===== src/rtl/adc_rb_pkg.sv =====
package adc_rb_pkg;
  typedef enum logic [1:0] {
    FMT_UINT  = 2'b00,
    FMT_SINT  = 2'b01,
    FMT_UFRAC = 2'b10,
    FMT_SFRAC = 2'b11
  } rb_fmt_e;
endpackage


===== src/rtl/adc_rb_formatter.sv =====
module adc_rb_formatter
  import adc_rb_pkg::*;
#(
  parameter int RAW_W  = 10,
  parameter int WORD_W = 16
) (
  input  logic [RAW_W-1:0]  raw,
  input  rb_fmt_e           fmt,
  output logic [WORD_W-1:0] word
);
  localparam int PAD = WORD_W - RAW_W;

  logic sgn;
  assign sgn = ~raw[RAW_W-1];

  always_comb begin
    unique case (fmt)
      FMT_UINT:  word = {{PAD{1'b0}}, raw};
      FMT_SINT:  word = {{(PAD+1){sgn}}, raw[RAW_W-2:0]};
      FMT_UFRAC: word = {raw, {PAD{1'b0}}};
      default:   word = {sgn, raw[RAW_W-2:0], {PAD{1'b0}}};
    endcase
  end

  always_comb begin
    AST_FRAC_LOW_ZERO: assert (fmt inside {FMT_UINT, FMT_SINT} || word[PAD-1:0] == '0);
    AST_UINT_HIGH_ZERO: assert (fmt != FMT_UINT || word[WORD_W-1:RAW_W] == '0);
  end
endmodule


===== src/rtl/adc_rb_sequencer.sv =====
module adc_rb_sequencer #(
  parameter int DEPTH = 16,
  localparam int AW   = $clog2(DEPTH)
) (
  input  logic          clk,
  input  logic          rst,
  input  logic          res_valid,
  input  logic          cfg_split,
  input  logic [AW-1:0] cfg_every,
  input  logic          irq_clr,
  output logic          wr_en,
  output logic [AW-1:0] wr_addr,
  output logic          irq_pulse,
  output logic          irq_flag,
  output logic          half_sel
);
  logic [AW-1:0] cnt;
  logic          group_done;

  assign group_done = res_valid && (cnt == cfg_every);
  assign wr_en      = res_valid;

  generate
    if (AW > 1) begin : g_addr
      assign wr_addr = cfg_split ? {half_sel, cnt[AW-2:0]} : cnt;
    end else begin : g_addr_min
      assign wr_addr = cfg_split ? half_sel : cnt;
    end
  endgenerate

  always_ff @(posedge clk) begin
    if (rst) begin
      cnt       <= '0;
      irq_pulse <= 1'b0;
      irq_flag  <= 1'b0;
      half_sel  <= 1'b0;
    end else begin
      irq_pulse <= group_done;
      if (group_done)        cnt <= '0;
      else if (res_valid)    cnt <= cnt + 1'b1;
      if (group_done)        irq_flag <= 1'b1;
      else if (irq_clr)      irq_flag <= 1'b0;
      if (!cfg_split)        half_sel <= 1'b0;
      else if (group_done)   half_sel <= ~half_sel;
    end
  end

  AST_FLAG_WITH_PULSE: assert property (@(posedge clk) disable iff (rst)
    irq_pulse |-> irq_flag);
  AST_FLAG_STICKY: assert property (@(posedge clk) disable iff (rst)
    (irq_flag && !irq_clr) |=> irq_flag);
  AST_PULSE_FROM_RESULT: assert property (@(posedge clk) disable iff (rst)
    irq_pulse |-> $past(res_valid));
  AST_SINGLE_STATUS_LOW: assert property (@(posedge clk) disable iff (rst)
    !cfg_split |=> !half_sel);
  AST_SPLIT_SWAP: assert property (@(posedge clk) disable iff (rst)
    (irq_pulse && $past(cfg_split)) |-> (half_sel != $past(half_sel)));
endmodule


===== src/rtl/adc_rb_ram.sv =====
module adc_rb_ram #(
  parameter int DEPTH  = 16,
  parameter int WORD_W = 16,
  localparam int AW    = $clog2(DEPTH)
) (
  input  logic              clk,
  input  logic              we,
  input  logic [AW-1:0]     waddr,
  input  logic [WORD_W-1:0] wdata,
  input  logic [AW-1:0]     raddr,
  output logic [WORD_W-1:0] rdata
);
  logic [WORD_W-1:0] mem [DEPTH];

  always_ff @(posedge clk) begin
    if (we) mem[waddr] <= wdata;
  end

  always_ff @(posedge clk) begin
    rdata <= mem[raddr];
  end
endmodule


===== src/rtl/adc_result_store.sv =====
module adc_result_store
  import adc_rb_pkg::*;
#(
  parameter int RAW_W  = 10,
  parameter int WORD_W = 16,
  parameter int DEPTH  = 16,
  localparam int AW    = $clog2(DEPTH)
) (
  input  logic              clk,
  input  logic              rst,
  input  logic              res_valid,
  input  logic [RAW_W-1:0]  res_data,
  input  logic [1:0]        cfg_fmt,
  input  logic              cfg_split,
  input  logic [AW-1:0]     cfg_every,
  input  logic              irq_clr,
  input  logic [AW-1:0]     rd_idx,
  output logic [WORD_W-1:0] rd_data,
  output logic              irq_pulse,
  output logic              irq_flag,
  output logic              half_sel
);
  logic [WORD_W-1:0] fmt_word;
  logic              wr_en;
  logic [AW-1:0]     wr_addr;

  adc_rb_formatter #(.RAW_W(RAW_W), .WORD_W(WORD_W)) u_fmt (
    .raw  (res_data),
    .fmt  (rb_fmt_e'(cfg_fmt)),
    .word (fmt_word)
  );

  adc_rb_sequencer #(.DEPTH(DEPTH)) u_seq (
    .clk       (clk),
    .rst       (rst),
    .res_valid (res_valid),
    .cfg_split (cfg_split),
    .cfg_every (cfg_every),
    .irq_clr   (irq_clr),
    .wr_en     (wr_en),
    .wr_addr   (wr_addr),
    .irq_pulse (irq_pulse),
    .irq_flag  (irq_flag),
    .half_sel  (half_sel)
  );

  adc_rb_ram #(.DEPTH(DEPTH), .WORD_W(WORD_W)) u_ram (
    .clk   (clk),
    .we    (wr_en),
    .waddr (wr_addr),
    .wdata (fmt_word),
    .raddr (rd_idx),
    .rdata (rd_data)
  );

  AST_IDLE_NO_PULSE: assert property (@(posedge clk) disable iff (rst)
    !res_valid |=> !irq_pulse);
endmodule


===== config.mk =====
export PLATFORM = sky130hd
export DESIGN_NAME = adc_result_store
export DESIGN_NICKNAME = d
export VERILOG_FILES = /design/src/rtl/adc_rb_pkg.sv /design/src/rtl/adc_rb_formatter.sv /design/src/rtl/adc_rb_sequencer.sv /design/src/rtl/adc_rb_ram.sv /design/src/rtl/adc_result_store.sv
export SDC_FILE = /design/constraint.sdc
export NUM_CORES = 1
export LEC_CHECK = 0
export ABC_AREA = 1
export BUFFER_PORTS_ARGS = -buffer_cell sky130_fd_sc_hd__buf_2
export CORE_MARGIN = 8
export CORE_UTILIZATION = 55
export CTS_CLUSTER_DIAMETER = 200
export DETAILED_ROUTE_END_ITERATION = 12
export PLACE_DENSITY = 0.76
export RECOVER_POWER = 25
export SETUP_SLACK_MARGIN = 0.02
export SYNTH_ARGS = -nofsm -noshare
export SYNTH_HDL_FRONTEND = slang
export SYNTH_SLANG_ARGS = --single-unit

===== constraint.sdc =====
create_clock -name clk -period 2 [get_ports clk]
set_input_delay 0.1 -clock clk [delete_from_list [all_inputs] [get_ports clk]]
set_output_delay 0.1 -clock clk [all_outputs]
set_load 0.02 [all_outputs]

==> impl_metrics.csv <==
group,metric,value,unit
run_status,status,"finished, final reports clean",
global_route,grtUsageTotal,0.2002,
pwr,switching_power,2.674,mW
placement,place_ws,161.1,ps
routing,drc,0,
die,fp.dieArea,0.02563,mm^2
finish,diodes,0,
placement,place_congestion,0.8450,
timing,worst_slew_pin_slew,1230,ps
setup_path,end_kind,"flop",
finish,regArea,0.008148,mm^2
finish,fin_area,0.01291,mm^2
pwr,p_int,9.702,mW
routing,dr.first_iter.drc_count,833,
clock_tree,cts_buffers,28,
finish,drive_above_1_share,0.1324,
timing,layout_setup_ws,143.4,ps
synth,seq_area_frac_synth,0.7134,
timing,fmaxAchievable,0.5386,GHz
pwr,cellLeakagePower,4.868,nW
timing,period_share,0.9283,
hold_path,hp-class,"input port to flop",
timing,rsz0062_at_grt,"false",
clock_tree,clkTransAtPathRegs,60,ps
setup_path,cp.arrival,2090,ps
synth,yosys-top-cells-area,"edfxtp_1 67%, nand2_1 5.5%, nor2_1 4.6%",
routing,drt-total-wl,25920,um
synth,synth_nets,990,
setup_path,slowest_delay,460,ps
pwr,swShare,0.2161,
die,die_y,160.1,um
routing,wl_per_cell,19.64,um
finish,multiInputGateArea,0.002584,mm^2
clock_tree,clk_path_buf_depth,3,
die,start_util,0.5626,
setup_path,cpMaxStageDelayCell,"o21ai_0",
routing,vias,7378,
global_route,grt_max_degree,71,
timing,clock_skew,12.00,ps
timing,setup-violations-final,0,
synth,synth.cell_area,0.01142,mm^2
clock_tree,cts_setup_buffers,0,
global_route,antenna_found_initial,0,
clock_tree,cts_tree,"built",
synth,postSynthAreaPerCell,11.88,um^2
clock_tree,clk-insertion-delay-late,530,ps
global_route,met2_usage,0.3267,
synth,yosys.area.top_type,"edfxtp_1",
synth,synth_top_area_share,0.6731,
global_route,gr-total-overflow,0,
finish,area_growth,13.00,%
die,core,0.02030,mm^2
timing,min_period,1857,ps
global_route,gr-usage-met3,0.03882,
clock_tree,numClockSinks,279,
finish,fin_nets,1059,
placement,place.port_buffers,43,
clock_tree,post_cts_resized,0,
synth,syn_inst,961,
setup_path,worstPathMaxFanout,7,
setup_path,critical_path_class,"flop to flop",
pwr,clkPwrFrac,0.399,
die,rows,52,
setup_path,start_kind,"flop",
pwr,vdd_drop_max,594.6,uV
synth,yosysUniqueCellTypes,25,
timing,hold_viol,0,
timing,drv_slew,0,
finish,fillCellCount,1493,
timing,relSlewSlack,0.1767,
placement,place_hpwl,15280,um
global_route,grt_pass1_wl,40160,um
routing,first_pass_iters,5,
global_route,grt_pass1_vias,7432,
setup_path,worst_ep_required_time,2240,ps
routing,viasPerCell,5.589,
pwr,seqPwrFrac,0.530,
routing,ant_nets,0,
timing,tns,0,ps
clock_tree,htree_levels,1,
clock_tree,ctsRootBufferMaster,"clkbuf_16",
run,cap_violations,0,
setup_path,cp_cell_sequence,"o21ai_0 > nand2_1 > nor2_2 > buf_4",
global_route,grt_busiest_layer,"met2",
synth,yosysWarningCount,0,
placement,dpl_cell_area,0.01203,mm^2
global_route,grtUsageMet1,0.2593,
pwr,power_density,959.0,mW/mm^2
die,die_w,160.1,um
timing,whs,41.23,ps
die,ios,44,
pwr,combPwrFrac,0.072,
synth,synth-seq-cells,279,
[final timing paths]
path                                      from                to  slack, ps  depth (start not counted)
worst max-delay path              u_seq.cnt[3]  u_ram.mem[1][13]        140                          4
worst min-delay path              cfg_every[3]   u_seq.irq_pulse         40                          6
worst max register to register    u_seq.cnt[3]  u_ram.mem[1][13]        140                          4
worst min register to register  u_seq.half_sel    u_seq.half_sel        560                          4
[layer usage]
metal | wire length [um] | up-vias
li1 | - | 3456
met3 | 2334 | 57
met2 | 12310 | 379
met4 | 823 | 0
met1 | 10450 | 3486
met5 | 0 | -
[power groups by stage]
stage | Combinational (mW) | Sequential (mW) | Clock, mW
after floorplan | 0.527 | 6.72 | 0
after detailed placement | 0.884 | 6.68 | 0
final | 0.885 | 6.56 | 4.93
after global routing | 0.972 | 6.57 | 5.20
after global placement | 0.860 | 6.67 | 0
after CTS | 0.896 | 6.56 | 4.98
[kinds of logic after synthesis]
kind of cell	share of synthesized area
DFF	0.7134
xor gates and xnor gates	0.002301
buffers and inverters	0.06387
and+or+nand+nor	0.1453
AOI/OAI and AO/OA	0.07077
adders and majority gates	0.004382
[worst max-delay path, delay by kind of cell, from the launching register on]
family	cells	cell delay, ps
buffers and inverters	1	240
flip-flops	1	330
AND/OR/NAND/NOR	2	530
AO/OA/AOI/OAI	1	460
[cell type report]
type,count,share of cell area
sequential,279,0.6313
multi-input combinational,541,0.2002
clock buffer,44,0.06369
timing repair buffer,93,0.04915
tap,270,0.02618
inverter,87,0.02550
clock inverter,6,0.003975
[cells in the mapped netlist (all sizes together)]
cell type	instances
edfxtp	256
nand2	166
nor2	140
nand3	98
inv	87
o21ai	65
o211ai	57
buf	42
dfxtp	23
clkbuf	12
a21oi	5
ha	4
nand4	2
xnor2	2
nand3b	1
xor2	1
[sequential cells by signal, indices dropped and copies added, names as in the netlist]
signal	count
u_seq.cnt	4
u_seq.irq_pulse	1
u_seq.irq_flag	1
u_seq.half_sel	1
u_ram.mem	256
u_ram.rdata	16
[cell usage in the layout (no fill, tap or decap), drive strengths merged]
master / instances
dlygate4sd3: 4
xor2: 1
clkbuf: 54
dfxtp: 23
bufinv: 1
nand2: 166
o211ai: 57
nand4: 2
o21ai: 65
clkinv: 5
inv: 87
buf: 79
ha: 4
a21oi: 5
edfxtp: 256
nand3: 98
nor2: 140
xnor2: 2
nand3b: 1
[stage by stage]
stage	cells	power, mW	utilization
after floorplan	961	7.250	-
after global placement	1266	7.533	0.5925
after detailed placement	1266	7.562	0.5925
after CTS	1320	12.44	0.6375
after global routing	1320	12.74	0.6358
final	1320	12.38	0.6358
[repair_timing]
action,4_1_cts,5_1_grt
hold buffers,4,0
endpoints found under the hold margin,7,0
setup endpoints to repair,0,0
No activity file was read; power rests on OpenSTA's default activity.
